**src/rtl/eeprom_bus_master.sv**
```systemverilog
module eeprom_bus_master #(
  parameter int DIV        = 125,
  parameter int PAGE_MAX   = 8,
  parameter int POLL_LIMIT = 2000,
  parameter int LEN_W      = 4
) (
  input  logic             clk,
  input  logic             rst_n,
  input  logic             cmd_valid,
  output logic             cmd_ready,
  input  logic [1:0]       cmd_op,
  input  logic [2:0]       cmd_strap,
  input  logic [7:0]       cmd_addr,
  input  logic [LEN_W-1:0] cmd_len,
  input  logic [7:0]       wr_data,
  input  logic             wr_valid,
  output logic             wr_ready,
  output logic [7:0]       rd_data,
  output logic             rd_valid,
  output logic             scl,
  output logic             sda_oe,
  input  logic             sda_in,
  output logic             done,
  output logic             err_nack,
  output logic             err_len,
  output logic             err_timeout
);
  localparam int CW = (DIV > 1) ? $clog2(DIV) : 1;
  localparam int PW = $clog2(POLL_LIMIT + 1);

  typedef enum logic [3:0] {
    IDLE, START, DEVW, WADDR, WDATA, RSTART, DEVR, RDATA, STOP, PSTART, PDEV, PSTOP
  } st_t;

  st_t              st;
  logic [CW-1:0]    cnt;
  logic [1:0]       ph;
  logic [3:0]       bitn;
  logic [7:0]       sh;
  logic             ldd, ackd, pok, abort_r, is_rd;
  logic [2:0]       strap_r;
  logic [7:0]       addr_r;
  logic [LEN_W-1:0] left;
  logic [PW-1:0]    polls;

  wire k_start = (st == START) || (st == RSTART) || (st == PSTART);
  wire k_stop  = (st == STOP) || (st == PSTOP);
  wire k_tx    = (st == DEVW) || (st == WADDR) || (st == WDATA) || (st == DEVR) || (st == PDEV);
  wire k_rx    = (st == RDATA);
  wire busy    = (st != IDLE);
  wire run     = busy && (ldd || !k_tx);
  wire tick    = run && (cnt == CW'(DIV - 1));
  wire ph_end  = tick && (ph == 2'd3);
  wire is_last = (left == LEN_W'(1));
  wire accept  = cmd_valid && cmd_ready;
  wire bad_len = ((cmd_op == 2'd1) && (cmd_len == '0 || int'(cmd_len) > PAGE_MAX)) ||
                 ((cmd_op == 2'd3) && (cmd_len == '0));

  assign cmd_ready = !busy;
  assign wr_ready  = (st == WDATA) && !ldd;
  assign scl       = !busy || (k_stop ? (ph != 2'd0) : (ph == 2'd1 || ph == 2'd2));
  assign sda_oe    = k_start ? ph[1] :
                     k_stop  ? !ph[1] :
                     k_tx    ? (ldd && bitn != 4'd8 && !sh[7]) :
                     k_rx    ? (bitn == 4'd8 && !is_last) : 1'b0;

  always_ff @(posedge clk or negedge rst_n) begin
    if (!rst_n) begin
      st <= IDLE; cnt <= '0; ph <= '0; bitn <= '0; sh <= '0;
      ldd <= 1'b0; ackd <= 1'b0; pok <= 1'b0; abort_r <= 1'b0; is_rd <= 1'b0;
      strap_r <= '0; addr_r <= '0; left <= '0; polls <= '0;
      rd_data <= '0; rd_valid <= 1'b0; done <= 1'b0;
      err_nack <= 1'b0; err_len <= 1'b0; err_timeout <= 1'b0;
    end else begin
      done     <= 1'b0;
      rd_valid <= 1'b0;
      if (accept) begin
        err_nack <= 1'b0; err_len <= 1'b0; err_timeout <= 1'b0;
        strap_r <= cmd_strap; addr_r <= cmd_addr; is_rd <= cmd_op[1];
        left <= cmd_op[0] ? cmd_len : LEN_W'(1);
        cnt <= '0; ph <= '0; bitn <= '0; ldd <= 1'b0; abort_r <= 1'b0;
        if (bad_len) begin
          err_len <= 1'b1;
          done    <= 1'b1;
        end else begin
          st <= START;
        end
      end
      if (k_tx && !ldd) begin
        case (st)
          DEVW, PDEV: begin sh <= {4'b1010, strap_r, 1'b0}; ldd <= 1'b1; end
          DEVR:       begin sh <= {4'b1010, strap_r, 1'b1}; ldd <= 1'b1; end
          WADDR:      begin sh <= addr_r; ldd <= 1'b1; end
          default:    if (wr_valid) begin sh <= wr_data; ldd <= 1'b1; end
        endcase
      end
      if (tick) begin
        cnt <= '0;
        ph  <= ph + 2'd1;
        if (ph == 2'd2 && bitn == 4'd8) ackd <= !sda_in;
        if (ph == 2'd2 && k_rx && bitn != 4'd8) sh <= {sh[6:0], sda_in};
        if (ph == 2'd3 && k_tx && bitn != 4'd8) sh <= {sh[6:0], 1'b0};
        if (ph == 2'd3 && (k_tx || k_rx)) bitn <= (bitn == 4'd8) ? 4'd0 : bitn + 4'd1;
      end else if (run) begin
        cnt <= cnt + CW'(1);
      end
      if (ph_end && ((k_start || k_stop) || bitn == 4'd8)) begin
        ldd <= 1'b0;
        case (st)
          START:  st <= DEVW;
          RSTART: st <= DEVR;
          PSTART: st <= PDEV;
          DEVW, WADDR, DEVR: begin
            if (!ackd) begin
              err_nack <= 1'b1; abort_r <= 1'b1; st <= STOP;
            end else if (st == DEVW) st <= WADDR;
            else if (st == DEVR) st <= RDATA;
            else st <= is_rd ? RSTART : WDATA;
          end
          WDATA: begin
            if (is_last) st <= STOP;
            else left <= left - LEN_W'(1);
          end
          RDATA: begin
            rd_valid <= 1'b1;
            rd_data  <= sh;
            if (is_last) st <= STOP;
            else left <= left - LEN_W'(1);
          end
          STOP: begin
            if (!is_rd && !abort_r) begin
              st <= PSTART; polls <= '0;
            end else begin
              st <= IDLE; done <= 1'b1;
            end
          end
          PDEV: begin
            pok <= ackd; polls <= polls + PW'(1); st <= PSTOP;
          end
          PSTOP: begin
            if (pok) begin
              st <= IDLE; done <= 1'b1;
            end else if (polls == PW'(POLL_LIMIT)) begin
              st <= IDLE; done <= 1'b1; err_timeout <= 1'b1;
            end else begin
              st <= PSTART;
            end
          end
          default: st <= IDLE;
        endcase
      end
    end
  end


  sda_in_byte_chk: assert property (@(posedge clk) disable iff (!rst_n)
    (scl && $past(scl) && (k_tx || k_rx) && $past(k_tx || k_rx)) |-> $stable(sda_oe));


  done_pulse_chk: assert property (@(posedge clk) disable iff (!rst_n) done |=> !done);


  wr_low_scl_chk: assert property (@(posedge clk) disable iff (!rst_n) wr_ready |-> !scl);


  len_reject_chk: assert property (@(posedge clk) disable iff (!rst_n)
    (accept && cmd_op == 2'd1 && int'(cmd_len) > PAGE_MAX) |=> (done && err_len && cmd_ready));


  poll_cap_chk: assert property (@(posedge clk) disable iff (!rst_n) polls <= PW'(POLL_LIMIT));


  timeout_done_chk: assert property (@(posedge clk) disable iff (!rst_n) $rose(err_timeout) |-> done);


  nack_stop_chk: assert property (@(posedge clk) disable iff (!rst_n) $rose(err_nack) |-> (st == STOP));


  rd_busy_chk: assert property (@(posedge clk) disable iff (!rst_n) rd_valid |-> !cmd_ready);
endmodule

```
**config.mk**
```make
export PLATFORM = sky130hd
export DESIGN_NAME = eeprom_bus_master
export DESIGN_NICKNAME = d
export VERILOG_FILES = /design/src/rtl/eeprom_bus_master.sv
export SDC_FILE = /design/constraint.sdc
export NUM_CORES = 1
export LEC_CHECK = 0
export CAP_MARGIN = 20
export CORE_MARGIN = 1
export CORE_UTILIZATION = 35
export CTS_CLUSTER_SIZE = 12
export DETAILED_ROUTE_END_ITERATION = 12
export DONT_BUFFER_PORTS = 1
export GPL_TIMING_DRIVEN = 0
export PLACE_DENSITY = 0.5
export SYNTH_ARGS = -nofsm -noshare
export SYNTH_HDL_FRONTEND = slang
export SYNTH_SLANG_ARGS = --single-unit
export TNS_END_PERCENT = 1
```
**constraint.sdc**
```tcl
create_clock -name clk -period 2.5 [get_ports clk]
set_clock_uncertainty 0.05 [all_clocks]
set_input_delay 0.375 -clock clk [delete_from_list [all_inputs] [get_ports clk]]
set_output_delay 0.375 -clock clk [all_outputs]
set_load 0.05 [all_outputs]
```
==> metrics <==
drt via density ~5.7; PwrDens between 400 and 500 mW/mm²; drt first pass iters 5; gr ovfl total 0; number of synthesized flops with an enable pin 0; period utilization 103%; GRT Total Usage 19.6%; pre-CTS setup slack -0.358 ns; Net Count, Synth approximately 480; synthesized flop and latch total 69; Total Power ~2300 µW; gate count of the mapped netlist between 400 and 500; Fin. Hold Viols 0; reported max-cap violation count 0; per-cell routed wire length 17.9 µm; Vert. Die Dim 108 µm; FILL cells 1096; Sw Pwr 482 µW; Final Core Density between 40% and 50%; Worst Setup Path Type flip-flop to flip-flop; Max Slew Vio Count 0; Min Clock Period, post-route about 2.6 ns; H-Tree Depth 3; Worst Hold End ackd; violated checks setup timing; largest net degree at the start of global routing 70; core area between 0.01 and 0.015 mm²; Critical Path Slowest Stage Cell or4_4; sw frac 20.7%; Mapped Area 0.00395 mm²; Clk pwr share 50.0%; Yosys warning count 0; Peak supply drop 0.301 mV; initial antenna violation count 0; first-pass GRT wire length 17700 µm; clock buffer depth 2; # rows 38; largest fanout on the critical path 8; Diodes inserted 0; Root Buffer clkbuf_16; die width 108 µm; unrepaired setup endpoints after global routing true; Worst R2R Start cnt[0]; Setup WS post-layout -0.0819 ns; critical path's top delay family simple AND/OR/NAND/NOR gates; First DRT Iteration DRCs approximately 260; dpl cells 579; Die Area around 0.012 mm²; slew at the pin closest to its max-slew limit 1.05 ns; status complete, but fails checks; met1 WL a little over 5000 µm; sequential group share of total power between 40% and 50%; clock tree from TritonCTS done; Num Clock Sinks 69; Critical Path, Cell by Cell inv_1 > ha_1 > nand2_1 > or3_4 > or4_4 > buf_6 > and3_1 > or3_1; vias post-DR about 3400; Avg Inst Size Synth ~9 µm²; combinational group share of total power 1.8%; IO Pins 47; Synth Flop Type dfrtp_1; commonest non-fill, non-tap cell in the layout dfrtp_1; worst endpoint data arrival time 2.74 ns; Leak Pwr around 0.0021 µW; Final Instance Count excl. Fillers roughly 600; CP endpoint kind flip-flop; clk_lat worst skew between 0.3 and 0.4 ns; internal power around 1800 µW; Port Buf Inserts 0; Synth cell types 59; Num CTS Buffers 9; Buf/Inv on CP 2; Placer Congestion around 0.87; CP Data Required Time approximately 2.7 ns; ys async rst share 100%; Layout Nets slightly below 500; area grow syn2layout 19.5%; share of cells above drive strength 1 between 15 and 20%; DRT Wirelength ~11000 µm; startpoint types flip-flop; fmax slightly below 400 MHz; HP Class primary input to flip-flop; max layer used met4; worst hold start sda_in; vias in the first global route between 3000 and 4000; Hold Crit Depth 1; Clk pin slew, worst setup/hold paths around 0.05 ns; Rel. slew slack between 20% and 30%; DRC violations left 0; Met2 Routed Length slightly below 5000 µm; post-route ant nets 0; met3 WL post-DR slightly above 500 µm; FF-to-FF path depth 8; sequential cell area fraction in the yosys report between 40% and 50%; R2R Setup Slk -0.08 ns; slowest stage delay, CP approximately 0.50 ns; Final HPWL DP 7650 µm; Setup Viol. Count Final 16; initial core utilization between 30% and 40%; FF-to-FF End bitn[3]; commonest non-fill, non-tap cells in the layout dfrtp_1, nand2_1, o21ai_0
-- power by group through the flow --
stage                     sequential, µW  combinational [µW]  clock, µW
after CTS                           1120                45.2       1200
after detailed placement            1140                14.1          0
final                               1120                42.9       1160
after global placement              1140                14.3          0
after floorplan                     1140                11.8          0
after global routing                1120                50.4       1240
-- registers in the layout, indices dropped and copies added (netlist names), 2 cells and up --
name and count:
ph 2, left 4, polls 11, addr_r 8, st 4, bitn 4, rd_data 8, cnt 7
sh 8, strap_r 3
-- logic make-up after synthesis --
| family | Yosys count | synth area share (%) |
|---|---|---|
| AND/OR/NAND/NOR | 176 | 22.7 |
| buffers and inverters | 47 | 5.20 |
| flip-flops | 69 | 43.7 |
| multiplexers | 24 | 6.59 |
| adder cells (fa/ha/maj) | 11 | 3.49 |
| AO/OA/AOI/OAI | 110 | 18.1 |
| XOR/XNOR | 1 | 0.222 |
-- layer usage --
layer	vias to the layer above	GRT usage, %
met5	-	0
met1	1686	27.4
met2	76	30.1
li1	1641	-
met3	10	4.64
met4	0	5.58
-- area by class of cell --
type	instances	area, µm²	area share [%]
sequential	69	1730	36.7
multi-input combinational	322	2240	47.5
clock buffer	12	256	5.44
inverter	27	101	2.15
buffer	19	128	2.71
timing repair buffer	6	77.6	1.64
tap	140	175	3.71
clock inverter	2	10.0	0.212
-- timing repair --
item / 4_1_cts / 5_1_grt
gates cloned: 0 / 0
endpoints found under the hold margin: 69 / 0
gates resized for setup: 27 / 27
buffers inserted: 3 / 0
hold buffers: 2 / 0
endpoints found under the setup margin: 62 / 62
pin swaps: 7 / 2
-- cells in the mapped netlist, types with 2 or more instances --
cell	instances	share of area, %
nand2b_1	6	0.95
a311oi_1	2	0.44
a22oi_1	2	0.38
nand4b_1	2	0.44
buf_2	2	0.25
a211oi_1	3	0.57
nor2b_1	2	0.32
buf_6	3	0.86
inv_1	27	2.6
o31ai_1	13	2.5
nand4_1	8	1.3
o22a_1	2	0.44
o22ai_1	5	0.79
mux2i_1	8	2.0
o21ai_0	36	4.6
and3_1	5	0.79
a31oi_1	4	0.63
or2_2	4	0.63
nand3b_1	3	0.57
or3_1	5	0.79
nand3_1	23	2.9
ha_1	11	3.5
a21o_1	2	0.38
nor3b_1	3	0.57
a221oi_1	2	0.44
nor3_1	14	1.8
nor4b_1	2	0.44
a32oi_1	2	0.44
a222oi_1	3	0.76
dfrtp_1	69	44
clkbuf_1	13	1.2
o211ai_1	2	0.38
and4_1	3	0.67
nand2_1	67	6.4
nor2_1	14	1.3
and2_1	2	0.32
nor4_1	8	1.3
mux2_2	16	4.6
a21oi_1	19	2.4
a41oi_1	2	0.44
-- worst max path at each step --
| stage | from | slack [ns] | endpoint | depth (start not counted) |
|---|---|---|---|---|
| 4_1_cts | st[3] | -0.10 | sda_oe | 7 |
| 3_3_place_gp | st[2] | -0.63 | scl | 6 |
| 6_report | cnt[0] | -0.08 | bitn[3] | 8 |
| 2_1_floorplan | st[2] | -0.23 | scl | 6 |
| 3_5_place_dp | st[1] | -0.36 | rd_data[5] | 6 |
| 5_1_grt | st[1] | -0.20 | bitn[3] | 7 |
-- stage by stage --
| step | TNS [ns] | instance area, µm² | hold WS, ns |
|---|---|---|---|
| global placement | -14.63 | 4140 | 0.0314 |
| finish | -0.394 | 4720 | 0.0786 |
| floorplan | -0.349 | 3960 | 0.0294 |
| global route | -5.24 | 4720 | 0.0690 |
| CTS | -0.186 | 4620 | 0.0712 |
| detailed placement | -14.77 | 4160 | 0.0318 |
-- worst reg2reg max path: cells and delay by family, from the launching register on --
kind | cells | cell delay (ns)
and+or+nand+nor | 5 | 1.63
DFF | 1 | 0.41
buffers and inverters | 2 | 0.23
adders and majority gates | 1 | 0.14
Power figures use the tool's default switching activity.
